## src/rtl/eirq_pkg.sv

```systemverilog
package eirq_pkg;
    localparam int NLINES   = 19;
    localparam int DW       = 32;
    localparam int AW       = 3;
    localparam int N_SINGLE = 5;
    localparam int GA_LO    = 5;
    localparam int GA_HI    = 9;
    localparam int GB_LO    = 10;
    localparam int GB_HI    = 15;
    localparam int NIRQ     = N_SINGLE + 2;
    localparam int NHI      = NLINES - GB_HI - 1;

    typedef enum logic [AW-1:0] {
        REG_IRQ_EN   = 3'd0,
        REG_EVT_EN   = 3'd1,
        REG_RISE_SEL = 3'd2,
        REG_FALL_SEL = 3'd3,
        REG_SW_SET   = 3'd4,
        REG_PEND     = 3'd5
    } reg_addr_e;

    typedef struct packed {
        logic [NLINES-1:0] irq_en;
        logic [NLINES-1:0] evt_en;
        logic [NLINES-1:0] rise_sel;
        logic [NLINES-1:0] fall_sel;
        logic [NLINES-1:0] sw_set;
        logic [NLINES-1:0] pend;
        logic [NLINES-1:0] evt;
        logic [DW-1:0]     rdata;
    } regs_t;
endpackage

```

## src/rtl/eirq_edge_detect.sv

```systemverilog
module eirq_edge_detect #(
    parameter int N = 19
) (
    input  logic         clk,
    input  logic         rst_n,
    input  logic [N-1:0] din,
    output logic [N-1:0] rise,
    output logic [N-1:0] fall
);
    typedef struct packed {
        logic [N-1:0] s1;
        logic [N-1:0] s2;
        logic [N-1:0] prev;
    } sync_t;

    sync_t sync_d, sync_q;

    always_comb begin
        sync_d      = sync_q;
        sync_d.s1   = din;
        sync_d.s2   = sync_q.s1;
        sync_d.prev = sync_q.s2;
    end

    always_ff @(posedge clk or negedge rst_n) begin
        if (!rst_n) sync_q <= '0;
        else        sync_q <= sync_d;
    end

    for (genvar i = 0; i < N; i++) begin : g_line
        assign rise[i] = sync_q.s2[i] & ~sync_q.prev[i];
        assign fall[i] = ~sync_q.s2[i] & sync_q.prev[i];
    end

    // a detected rise implies the raw input was high two edges earlier
    assert_rise_from_input_R2: assert property (@(posedge clk) disable iff (!rst_n)
        (rise != '0) |-> ((rise & ~$past(din, 2)) == '0));

    // the same line cannot report two falls in a row
    assert_no_double_fall_R3: assert property (@(posedge clk) disable iff (!rst_n)
        (fall != '0) |=> ((fall & $past(fall)) == '0));
endmodule

```

## src/rtl/eirq_regfile.sv

```systemverilog
module eirq_regfile
    import eirq_pkg::*;
(
    input  logic              clk,
    input  logic              rst_n,
    input  logic              bus_wr,
    input  logic              bus_rd,
    input  logic [AW-1:0]     bus_addr,
    input  logic [DW-1:0]     bus_wdata,
    input  logic [NLINES-1:0] rise,
    input  logic [NLINES-1:0] fall,
    output logic [NLINES-1:0] irq_en,
    output logic [NLINES-1:0] pend,
    output logic [NLINES-1:0] evt,
    output logic [DW-1:0]     rdata
);
    regs_t             regs_d, regs_q;
    logic [NLINES-1:0] wmask;
    logic [NLINES-1:0] edge_hit;
    logic [NLINES-1:0] sw_hit;
    logic [NLINES-1:0] clr;

    always_comb begin
        regs_d   = regs_q;
        wmask    = bus_wdata[NLINES-1:0];
        edge_hit = (rise & regs_q.rise_sel) | (fall & regs_q.fall_sel);
        sw_hit   = '0;
        clr      = '0;
        if (bus_wr) begin
            case (bus_addr)
                REG_IRQ_EN:   regs_d.irq_en   = wmask;
                REG_EVT_EN:   regs_d.evt_en   = wmask;
                REG_RISE_SEL: regs_d.rise_sel = wmask;
                REG_FALL_SEL: regs_d.fall_sel = wmask;
                REG_SW_SET:   sw_hit          = wmask;
                REG_PEND:     clr             = wmask;
                default:      ;
            endcase
        end
        regs_d.pend   = (regs_q.pend & ~clr) | edge_hit | sw_hit;
        regs_d.sw_set = (regs_q.sw_set | sw_hit) & regs_d.pend;
        regs_d.evt    = edge_hit & regs_q.evt_en;
        if (bus_rd) begin
            case (bus_addr)
                REG_IRQ_EN:   regs_d.rdata = DW'(regs_q.irq_en);
                REG_EVT_EN:   regs_d.rdata = DW'(regs_q.evt_en);
                REG_RISE_SEL: regs_d.rdata = DW'(regs_q.rise_sel);
                REG_FALL_SEL: regs_d.rdata = DW'(regs_q.fall_sel);
                REG_SW_SET:   regs_d.rdata = DW'(regs_q.sw_set);
                REG_PEND:     regs_d.rdata = DW'(regs_q.pend);
                default:      regs_d.rdata = '0;
            endcase
        end
    end

    always_ff @(posedge clk or negedge rst_n) begin
        if (!rst_n) regs_q <= '0;
        else        regs_q <= regs_d;
    end

    assign irq_en = regs_q.irq_en;
    assign pend   = regs_q.pend;
    assign evt    = regs_q.evt;
    assign rdata  = regs_q.rdata;

    // every selected edge leaves its pending bit set
    assert_edge_sets_pend_R2: assert property (@(posedge clk) disable iff (!rst_n)
        (edge_hit != '0) |=> ((pend & $past(edge_hit)) == $past(edge_hit)));

    // a clearing write empties the written bits unless an edge landed
    assert_clear_R5: assert property (@(posedge clk) disable iff (!rst_n)
        (bus_wr && bus_addr == REG_PEND)
        |=> ((pend & $past(bus_wdata[NLINES-1:0] & ~edge_hit)) == '0));

    // a software set shows up in pending on the write edge
    assert_sw_sets_pend_R7: assert property (@(posedge clk) disable iff (!rst_n)
        (bus_wr && bus_addr == REG_SW_SET)
        |=> ((pend & $past(bus_wdata[NLINES-1:0])) == $past(bus_wdata[NLINES-1:0])));

    // event pulses last a single cycle
    assert_evt_one_cycle_R10: assert property (@(posedge clk) disable iff (!rst_n)
        (evt != '0) |=> ((evt & $past(evt)) == '0));
endmodule

```

## src/rtl/eirq_req_map.sv

```systemverilog
module eirq_req_map
    import eirq_pkg::*;
(
    input  logic [NLINES-1:0] pend,
    input  logic [NLINES-1:0] irq_en,
    output logic [NIRQ-1:0]   irq_out,
    output logic [NHI-1:0]    irq_hi
);
    logic [NLINES-1:0] active;

    assign active = pend & irq_en;

    for (genvar i = 0; i < N_SINGLE; i++) begin : g_single
        assign irq_out[i] = active[i];
    end

    assign irq_out[N_SINGLE]     = |active[GA_HI:GA_LO];
    assign irq_out[N_SINGLE + 1] = |active[GB_HI:GB_LO];
    assign irq_hi                = active[NLINES-1:GB_HI+1];
endmodule

```

## src/rtl/ext_irq_ctrl.sv

```systemverilog
module ext_irq_ctrl
    import eirq_pkg::*;
(
    input  logic              clk,
    input  logic              rst_n,
    input  logic [NLINES-1:0] ext_in,
    input  logic              bus_wr,
    input  logic              bus_rd,
    input  logic [AW-1:0]     bus_addr,
    input  logic [DW-1:0]     bus_wdata,
    output logic [DW-1:0]     bus_rdata,
    output logic [NIRQ-1:0]   irq_out,
    output logic [NHI-1:0]    irq_hi,
    output logic [NLINES-1:0] evt_out
);
    logic [NLINES-1:0] rise, fall, irq_en, pend;

    eirq_edge_detect #(.N(NLINES)) u_edge (
        .clk  (clk),
        .rst_n(rst_n),
        .din  (ext_in),
        .rise (rise),
        .fall (fall)
    );

    eirq_regfile u_regs (
        .clk      (clk),
        .rst_n    (rst_n),
        .bus_wr   (bus_wr),
        .bus_rd   (bus_rd),
        .bus_addr (bus_addr),
        .bus_wdata(bus_wdata),
        .rise     (rise),
        .fall     (fall),
        .irq_en   (irq_en),
        .pend     (pend),
        .evt      (evt_out),
        .rdata    (bus_rdata)
    );

    eirq_req_map u_map (
        .pend   (pend),
        .irq_en (irq_en),
        .irq_out(irq_out),
        .irq_hi (irq_hi)
    );

    // any request output needs an enabled pending line behind it
    assert_req_needs_enable_R8: assert property (@(posedge clk) disable iff (!rst_n)
        ((irq_out != '0) || (irq_hi != '0)) |-> ((pend & irq_en) != '0));
endmodule

```

## config.mk

```make
export PLATFORM = sky130hd
export DESIGN_NAME = ext_irq_ctrl
export DESIGN_NICKNAME = d
export VERILOG_FILES = /design/src/rtl/eirq_pkg.sv /design/src/rtl/eirq_edge_detect.sv /design/src/rtl/eirq_regfile.sv /design/src/rtl/eirq_req_map.sv /design/src/rtl/ext_irq_ctrl.sv
export SDC_FILE = /design/constraint.sdc
export NUM_CORES = 1
export LEC_CHECK = 0
export BUFFER_PORTS_ARGS = -buffer_cell sky130_fd_sc_hd__buf_4
export CAP_MARGIN = 20
export CORE_UTILIZATION = 57
export CTS_CLUSTER_DIAMETER = 50
export CTS_CLUSTER_SIZE = 25
export DETAILED_ROUTE_END_ITERATION = 8
export PLACE_DENSITY = 0.79
export REMOVE_ABC_BUFFERS = 1
export SKIP_LAST_GASP = 1
export SYNTH_ARGS = -nofsm -noshare
export SYNTH_HDL_FRONTEND = slang
export SYNTH_HIERARCHICAL = 1
export SYNTH_SLANG_ARGS = --single-unit
```

## constraint.sdc

```tcl
create_clock -name clk -period 1.8 [get_ports clk]
set_clock_uncertainty 0.05 [all_clocks]
set_input_delay 0.36 -clock clk [delete_from_list [all_inputs] [get_ports clk]]
set_output_delay 0.36 -clock clk [all_outputs]
set_load 0.05 [all_outputs]
```

==> flow_metrics.tcl, run 1 <==
set metrics [dict create \
    finalCritPeriodShare 1.19 \
    antenna_found_initial 0 \
    grt_pass1_vias 6295 \
    power_density_mw_per_mm2 1170 \
    ys.flop_type "dfrtp_1" \
    area_growth_pct 15.9 \
    io_buffers 92 \
    layout-drive-gt1-share 0.324 \
    reg2reg_from "u_edge/sync_d[14]" \
    synth.avg_cell_area_um2 12.0 \
    endpoint_kind "primary output" \
    min_path_type "primary input to flip-flop" \
    critical_path_class "flip-flop to primary output" \
    synth_top_area_share 0.558 \
    synth_edf_count 0 \
    clock_latency_ns 0.50 \
    cp.arrival_ns 1.74 \
    synth_cells 782 \
    start_util 0.588 \
    wire_per_inst_um 18.6 \
    clk_path_buf_depth 3 \
    vias_per_cell 5.59 \
    hold_violations 0 \
    place_ws_ns 0.0294 \
    layout_common_cells "209 x dfrtp_1, 121 x buf_4, 53 x o21ai_0" \
    vias 6041 \
    p_leak_nw 5.06 \
    postRouteWirelength_um 20100 \
    cts_num_sinks 209 \
    cts_made_buffers 21 \
    cap_violations 0 \
    ant_nets 0 \
    final_nets 907 \
    synth-seq-area-share 0.558 \
    relSlewSlack 0.620 \
    coreArea_mm2 0.0159 \
    synth-seq-cells 209 \
    reg2reg_depth 4 \
    synth_area_leader_cell "dfrtp_1" \
    htree_levels 1 \
    dieArea_mm2 0.0170 \
    die_x_um 130 \
    netlist_area_mm2 0.00938 \
    setup_slack_ns -0.348 \
    finalCriticalPeriod_ns 2.15 \
    cts_tree "built" \
    firstDrtPassIters 5 \
    worst_ep_required_time_ns 1.39 \
    ys_async_sr_fraction 1.00 \
    peakVddDrop_mv 0.690 \
    gp_congestion 0.863 \
    final_common_cell "dfrtp_1" \
    r2r_end "u_regs/regs_q[84]" \
    max_freq_mhz 465 \
    finalMaxSlewViolations 0 \
    ys.warnings.count 6 \
    drtIter0Drc 296 \
    hpwl_um 13400 \
    fillers 1124 \
    num_rows 46 \
    path_clk_slew_ns 0.07 \
    diodes 0 \
    hp-start "bus_wdata[10]" \
    start_kind "flip-flop" \
    synthTopCellsByArea "dfrtp_1 56%, buf_4 7.7%, mux2_2 5.9%" \
    violations "negative setup slack" \
    outcome "complete, but fails checks" \
    grt_start_max_net_pins 63 \
    tightest_slew_ns 0.570 \
    ios 119 \
    critical_path.startpoint "u_regs/pend[5]" \
    synth.distinct_cells 46 \
    min_path_cells 2 \
    drc 0 \
    setup_tns_ns -0.397 \
    finalSetupViolCount 2 \
    die_h_um 130 \
    worstPathMaxFanout 3 \
    cts-root-buf "clkbuf_16" \
    grt_pass1_wl_um 32100 \
    gr-total-overflow 0 \
    rsz0062_at_grt "yes" \
    grt_usage 0.247 \
    min_to "u_regs/pend[10]" \
    r2r_slack_ns 0.41 \
]
how the worst max path moves through the flow:
stage                                   end  slack [ns]  cells after the start
after global placement     u_regs/irq_en[4]        0.06                      6
after global routing             irq_out[5]       -0.36                      3
final                            irq_out[5]       -0.35                      3
after detailed placement  u_regs/irq_en[18]        0.03                      6
after CTS                        irq_out[5]       -0.31                      3
after floorplan           u_regs/regs_q[70]       -0.06                      3
Yosys cell counts (2+ instances only):
library cell	instances
a21oi_1	18
mux2_1	4
o21ai_0	53
mux2_4	10
o22a_1	3
a211o_1	3
o211ai_1	2
buf_6	6
a221oi_1	8
nor2b_1	23
and2b_2	38
inv_1	19
clkbuf_1	9
a31oi_1	7
a22o_1	22
dfrtp_1	209
nor2_1	28
a22oi_1	28
nand2_1	42
and2_1	8
nand2b_1	6
buf_2	10
mux2_2	49
nand3_1	6
a21o_1	19
mux2i_1	28
nand3b_1	9
buf_4	96
nor2_2	2
kinds of logic after synthesis:
kind of cell | Yosys count | synth area share
AOI/OAI and AO/OA | 168 | 0.120
buffers and inverters | 143 | 0.104
DFF | 209 | 0.558
muxes | 91 | 0.110
other | 1 | 0.000400
and+or+nand+nor | 170 | 0.109
per-stage QoR:
stage | instances | utilization | power (mW) | hold WS [ns] | instance area, um^2
finish | 1080 | 0.682 | 12.7 | 0.0484 | 10900
global route | 1080 | 0.682 | 13.3 | 0.0400 | 10900
CTS | 1078 | 0.681 | 12.8 | 0.0347 | 10900
detailed placement | 1018 | 0.623 | 8.44 | 0.285 | 9930
global placement | 1018 | 0.623 | 8.30 | 0.282 | 9930
floorplan | 671 | - | 7.45 | 0.0144 | 8530
layer usage:
| metal | wire, um | vias to the layer above | global-route usage | share of wire |
|---|---|---|---|---|
| met4 | 546 | 0 | 0.0903 | 0.027 |
| li1 | - | 2744 | - | - |
| met1 | 8210 | 3036 | 0.309 | 0.41 |
| met5 | 0 | - | 0 | 0 |
| met2 | 10200 | 215 | 0.429 | 0.50 |
| met3 | 1210 | 46 | 0.0455 | 0.060 |
report_power, final:
part / leakage (nW) / total [mW] / internal (mW) / switching, mW
Sequential: 2.51 / 5.88 / 5.39 / 0.497
Clock: 0.328 / 4.26 / 2.32 / 1.94
Combinational: 2.22 / 2.59 / 1.13 / 1.46
flip-flops by register name, summed over array words and instances (netlist names):
name / cells
u_edge/sync_d: 38
u_edge/sync_q: 19
u_regs/pend: 19
u_regs/irq_en: 19
u_regs/regs_q: 76
u_regs/rdata: 19
u_regs/evt: 19
timing repair:
item,4_1_cts,5_1_grt
endpoints found under the setup margin,2,2
hold buffers,20,0
pin swaps,4,3
hold endpoints to repair,75,0
setup buffers,2,2
resized for setup,6,0
critical path, stage by stage, from the launching register on:
cell	delay, ns
dfrtp_1	0.40
a222oi_1	0.47
nand2_1	0.18
buf_6	0.20
cell type report:
cell class	count	area [um^2]	share of cell area
timing repair buffer	155	1370	0.126
clock inverter	13	125	0.0115
inverter	20	75.1	0.00691
sequential	209	5230	0.481
multi-input combinational	442	3250	0.299
clock buffer	25	561	0.0516
tap	216	270	0.0249
No activity file was read; power rests on OpenSTA's default activity.
==> inputs of run 2 (changes only) <==
--- a/config.mk
+++ b/config.mk
@@ -12,6 +12,7 @@
 export CTS_CLUSTER_SIZE = 25
 export DETAILED_ROUTE_END_ITERATION = 8
 export PLACE_DENSITY = 0.79
+export RECOVER_POWER = 25
 export REMOVE_ABC_BUFFERS = 1
 export SKIP_LAST_GASP = 1
 export SYNTH_ARGS = -nofsm -noshare
==> flow_metrics.tcl, run 2 (synthesis results as in run 1) <==
set metrics [dict create \
    outcome "complete, but fails checks" \
    violations "negative setup slack" \
    largest_register_ffs 76 \
    power_density_mw_per_mm2 1170 \
    num_rows 46 \
    register_area_mm2 0.00523 \
    firstDrtPassIters 5 \
    layout_common_cells "209 x dfrtp_1, 100 x buf_4, 53 x o21ai_0" \
    holdWs_ns 0.0491 \
    io_buffers 92 \
    drc 0 \
    die_h_um 130 \
    final_common_cell "dfrtp_1" \
    power_mw 12.7 \
    cts_num_sinks 209 \
    multi_input_area_mm2 0.00325 \
    placed_cells 1018 \
    wire_per_inst_um 18.6 \
    cap_violations 0 \
    relSlewSlack 0.347 \
    ant_nets 0 \
    gr-total-overflow 0 \
    die_x_um 130 \
    hpwl_um 13400 \
    start_util 0.588 \
    cts_tree "built" \
    tightest_slew_ns 0.979 \
    endpoint_kind "primary output" \
    start_kind "flip-flop" \
    fin_cells 1080 \
    max_freq_mhz 465 \
    grt_pass1_wl_um 32100 \
    finalMaxSlewViolations 0 \
    area_growth_pct 15.8 \
    path_clk_slew_ns 0.08 \
    cts-root-buf "clkbuf_16" \
    layout-drive-gt1-share 0.319 \
    place_ws_ns 0.0294 \
    ios 119 \
    critical_path_class "flip-flop to primary output" \
    final_nets 907 \
    grt-busiest-layer "met2" \
    finalCritPeriodShare 1.19 \
    coreArea_mm2 0.0159 \
    vias 6033 \
    post-route-util 0.681 \
    grt_pass1_vias 6295 \
    antenna_found_initial 0 \
    gp_congestion 0.863 \
    p_leak_nw 5.04 \
    vias_per_cell 5.59 \
    cp.arrival_ns 1.74 \
    fillers 1128 \
    grt_usage 0.247 \
    clock_latency_ns 0.50 \
    drtIter0Drc 338 \
    worstPathMaxFanout 3 \
    use_met2 0.429 \
    hold_violations 0 \
    finalCriticalPeriod_ns 2.15 \
    use_met3 0.0455 \
    postRouteWirelength_um 20100 \
    htree_levels 1 \
    cts_made_buffers 21 \
    min_path_type "primary input to flip-flop" \
    regMostFlops "u_regs/regs_q" \
    setup_slack_ns -0.349 \
    finalSetupViolCount 3 \
    worst_ep_required_time_ns 1.39 \
    grt_start_max_net_pins 63 \
    rsz0062_at_grt "yes" \
    use_met1 0.309 \
    diodes 0 \
    dieArea_mm2 0.0170 \
    peakVddDrop_mv 0.689 \
    clk_path_buf_depth 3 \
]
## run 2: report_power, final
group          internal [mW]  switching (mW)
sequential              5.39           0.499
combinational           1.12            1.46
clock                   2.32            1.94
## run 2: through the flow
step	TNS, ns	instance area, um^2
after floorplan	-1.51	8530
after global placement	0	9930
after detailed placement	0	9930
after CTS	-0.369	10900
after global routing	-0.682	10900
final	-0.416	10900
## run 2: per-layer routing
metal,share of wire,routed length [um]
met2,0.51,10200
met1,0.41,8260
met3,0.057,1150
met4,0.025,505
met5,0,0
## run 2: timing repair
item / in CTS / in global routing
hold buffers: 20 / 0
setup buffers: 2 / 2
pin swaps: 4 / 3
setup endpoints to repair: 2 / 2
gates resized for setup: 6 / 0
hold endpoints to repair: 75 / 0
## run 2: final cells by class
type,instances,area share
clock buffer,25,0.0516
multi-input combinational,442,0.299
sequential,209,0.482
tap,216,0.0249
timing repair buffer,155,0.124
clock inverter,13,0.0115
inverter,20,0.00692
## run 2: final timing paths
path | from | to | slack (ns) | depth (start not counted)
max | u_regs/pend[5] | irq_out[5] | -0.35 | 3
min | bus_wdata[10] | u_regs/pend[10] | 0.05 | 2
max reg2reg | u_edge/sync_d[14] | u_regs/regs_q[84] | 0.41 | 4
min reg2reg | u_edge/sync_d[25] | u_edge/sync_d[6] | 0.30 | 0
max in group asynchronous | rst_n | u_regs/evt[13] | 0.42 | 3
min in group asynchronous | rst_n | u_regs/evt[1] | 0.52 | 2
## run 2: critical path: stages (launching register included)
cell and delay [ns]:
dfrtp_1 0.40, a222oi_1 0.47, nand2_1 0.18, buf_6 0.20
==> inputs of run 3 (changes only) <==
--- a/config.mk
+++ b/config.mk
@@ -7,11 +7,13 @@
 export LEC_CHECK = 0
 export BUFFER_PORTS_ARGS = -buffer_cell sky130_fd_sc_hd__buf_4
 export CAP_MARGIN = 20
-export CORE_UTILIZATION = 57
+export CELL_PAD_IN_SITES_DETAIL_PLACEMENT = 0
+export CELL_PAD_IN_SITES_GLOBAL_PLACEMENT = 2
+export CORE_UTILIZATION = 42
 export CTS_CLUSTER_DIAMETER = 50
 export CTS_CLUSTER_SIZE = 25
 export DETAILED_ROUTE_END_ITERATION = 8
-export PLACE_DENSITY = 0.79
+export PLACE_DENSITY_LB_ADDON = 0.1
 export RECOVER_POWER = 25
 export REMOVE_ABC_BUFFERS = 1
 export SKIP_LAST_GASP = 1
@@ -19,3 +21,4 @@
 export SYNTH_HDL_FRONTEND = slang
 export SYNTH_HIERARCHICAL = 1
 export SYNTH_SLANG_ARGS = --single-unit
+export TNS_END_PERCENT = 10
==> flow_metrics.tcl, run 3 (synthesis results as in run 1) <==
set metrics [dict create \
    power_mw 14.1 \
    finalMaxSlewViolations 0 \
    cts-root-buf "clkbuf_16" \
    num_rows 54 \
    postRouteWirelength_um 20700 \
    worst_ep_required_time_ns 1.39 \
    tightest_slew_ns 0.852 \
    clock_latency_ns 0.54 \
    critical_path_class "flip-flop to primary output" \
    ios 119 \
    placed_cells 1085 \
    largest_register_ffs 76 \
    firstDrtPassIters 4 \
    relSlewSlack 0.432 \
    hpwl_um 13900 \
    grt_pass1_wl_um 32900 \
    drtIter0Drc 221 \
    worstPathMaxFanout 2 \
    slowest_delay_ns 0.49 \
    start_kind "flip-flop" \
    max_freq_mhz 458 \
    hold_violations 0 \
    final_nets 920 \
    setup_slack_ns -0.383 \
    antenna_found_initial 0 \
    fillers 1921 \
    crit_family "compound AO/OA/AOI/OAI gates" \
    peakVddDrop_mv 0.762 \
    grt_start_max_net_pins 75 \
    cts_tree "built" \
    layout_common_cells "209 x dfrtp_1, 106 x buf_4, 53 x o21ai_0" \
    min_path_type "primary input to flip-flop" \
    coreArea_mm2 0.0218 \
    crit_chain "a222oi_1, nand2_1, buf_6" \
    drc 0 \
    finalSetupViolCount 2 \
    gr-total-overflow 0 \
    finalCriticalPeriod_ns 2.18 \
    vias_per_cell 5.04 \
    gp_congestion 0.795 \
    cts_made_buffers 28 \
    vias 5868 \
    endpoint_kind "primary output" \
    cts_num_sinks 209 \
    final_common_cell "dfrtp_1" \
    start_util 0.430 \
    htree_levels 1 \
    grt_usage 0.187 \
    outcome "complete, but fails checks" \
    ant_nets 0 \
    cap_violations 0 \
    cp.arrival_ns 1.77 \
    path_buf_inv 1 \
    path_clk_slew_ns 0.07 \
    clk_path_buf_depth 3 \
    finalCritPeriodShare 1.21 \
    grt_pass1_vias 6020 \
    area_growth_pct 20.2 \
    diodes 0 \
    p_leak_nw 5.22 \
    io_buffers 92 \
    die_x_um 151 \
    slowest_stage "a222oi_1" \
    die_h_um 151 \
    regMostFlops "u_regs/regs_q" \
    dieArea_mm2 0.0229 \
    violations "negative setup slack" \
    rsz0062_at_grt "yes" \
    fin_cells 1164 \
    wire_per_inst_um 17.8 \
    layout-drive-gt1-share 0.330 \
    power_density_mw_per_mm2 1250 \
]
## run 3: through the flow
step / utilization / setup slack (ns) / hold slack [ns] / setup TNS (ns) / area (um^2)
3_5_place_dp: 0.460 / -0.0310 / 0.144 / -0.0422 / 10000
3_3_place_gp: 0.460 / -0.0273 / 0.144 / -0.0273 / 10000
5_1_grt: 0.516 / -0.425 / 0.00804 / -0.647 / 11300
2_1_floorplan: - / -0.0612 / 0.0144 / -1.51 / 8530
4_1_cts: 0.518 / -0.373 / 0.00156 / -0.539 / 11300
6_report: 0.516 / -0.383 / 0.0255 / -0.508 / 11300
## run 3: worst register-to-register path, delay by kind of cell (launching register included)
| family | cells | cell delay [ns] |
|---|---|---|
| and+or+nand+nor | 2 | 0.31 |
| AOI/OAI and AO/OA | 2 | 0.45 |
| DFF | 1 | 0.38 |
## run 3: area by class of cell
class,count,area [um^2],share of cell area
clock inverter,19,221,0.0197
tap,280,350,0.0311
sequential,209,5230,0.464
timing repair buffer,161,1380,0.123
multi-input combinational,442,3230,0.286
inverter,20,75.1,0.00666
clock buffer,33,781,0.0693
## run 3: final timing paths
check,from,to,slack (ns),cells past startpoint
max reg2reg,u_edge/sync_d[10],u_regs/regs_q[80],0.48,4
max in group asynchronous,rst_n,u_regs/rdata[17],0.27,3
max,u_regs/irq_en[5],irq_out[5],-0.38,3
min,bus_wdata[1],u_regs/pend[1],0.03,2
min in group asynchronous,rst_n,u_edge/sync_d[16],0.23,2
min reg2reg,u_edge/sync_d[19],u_edge/sync_d[0],0.29,0
## run 3: repair_timing
item | CTS | global route
hold buffers | 25 | 0
endpoints found under the hold margin | 233 | 0
cloned | 0 | 0
resized for setup | 1 | 0
buffers inserted | 2 | 0
setup endpoints to repair | 2 | 2
pin swaps | 2 | 0
## run 3: where the power goes
| part | internal [mW] | switching, mW | total, mW |
|---|---|---|---|
| clock | 3.38 | 2.36 | 5.75 |
| combinational | 1.10 | 1.41 | 2.51 |
| sequential | 5.39 | 0.487 | 5.87 |
| total | 9.87 | 4.26 | 14.1 |
## run 3: per-layer routing
metal,vias to the layer above,track usage,part of all wire
met5,-,0,0
met4,0,0.0410,0.017
met3,25,0.0337,0.047
met2,128,0.303,0.47
met1,2932,0.262,0.47
li1,2783,-,-
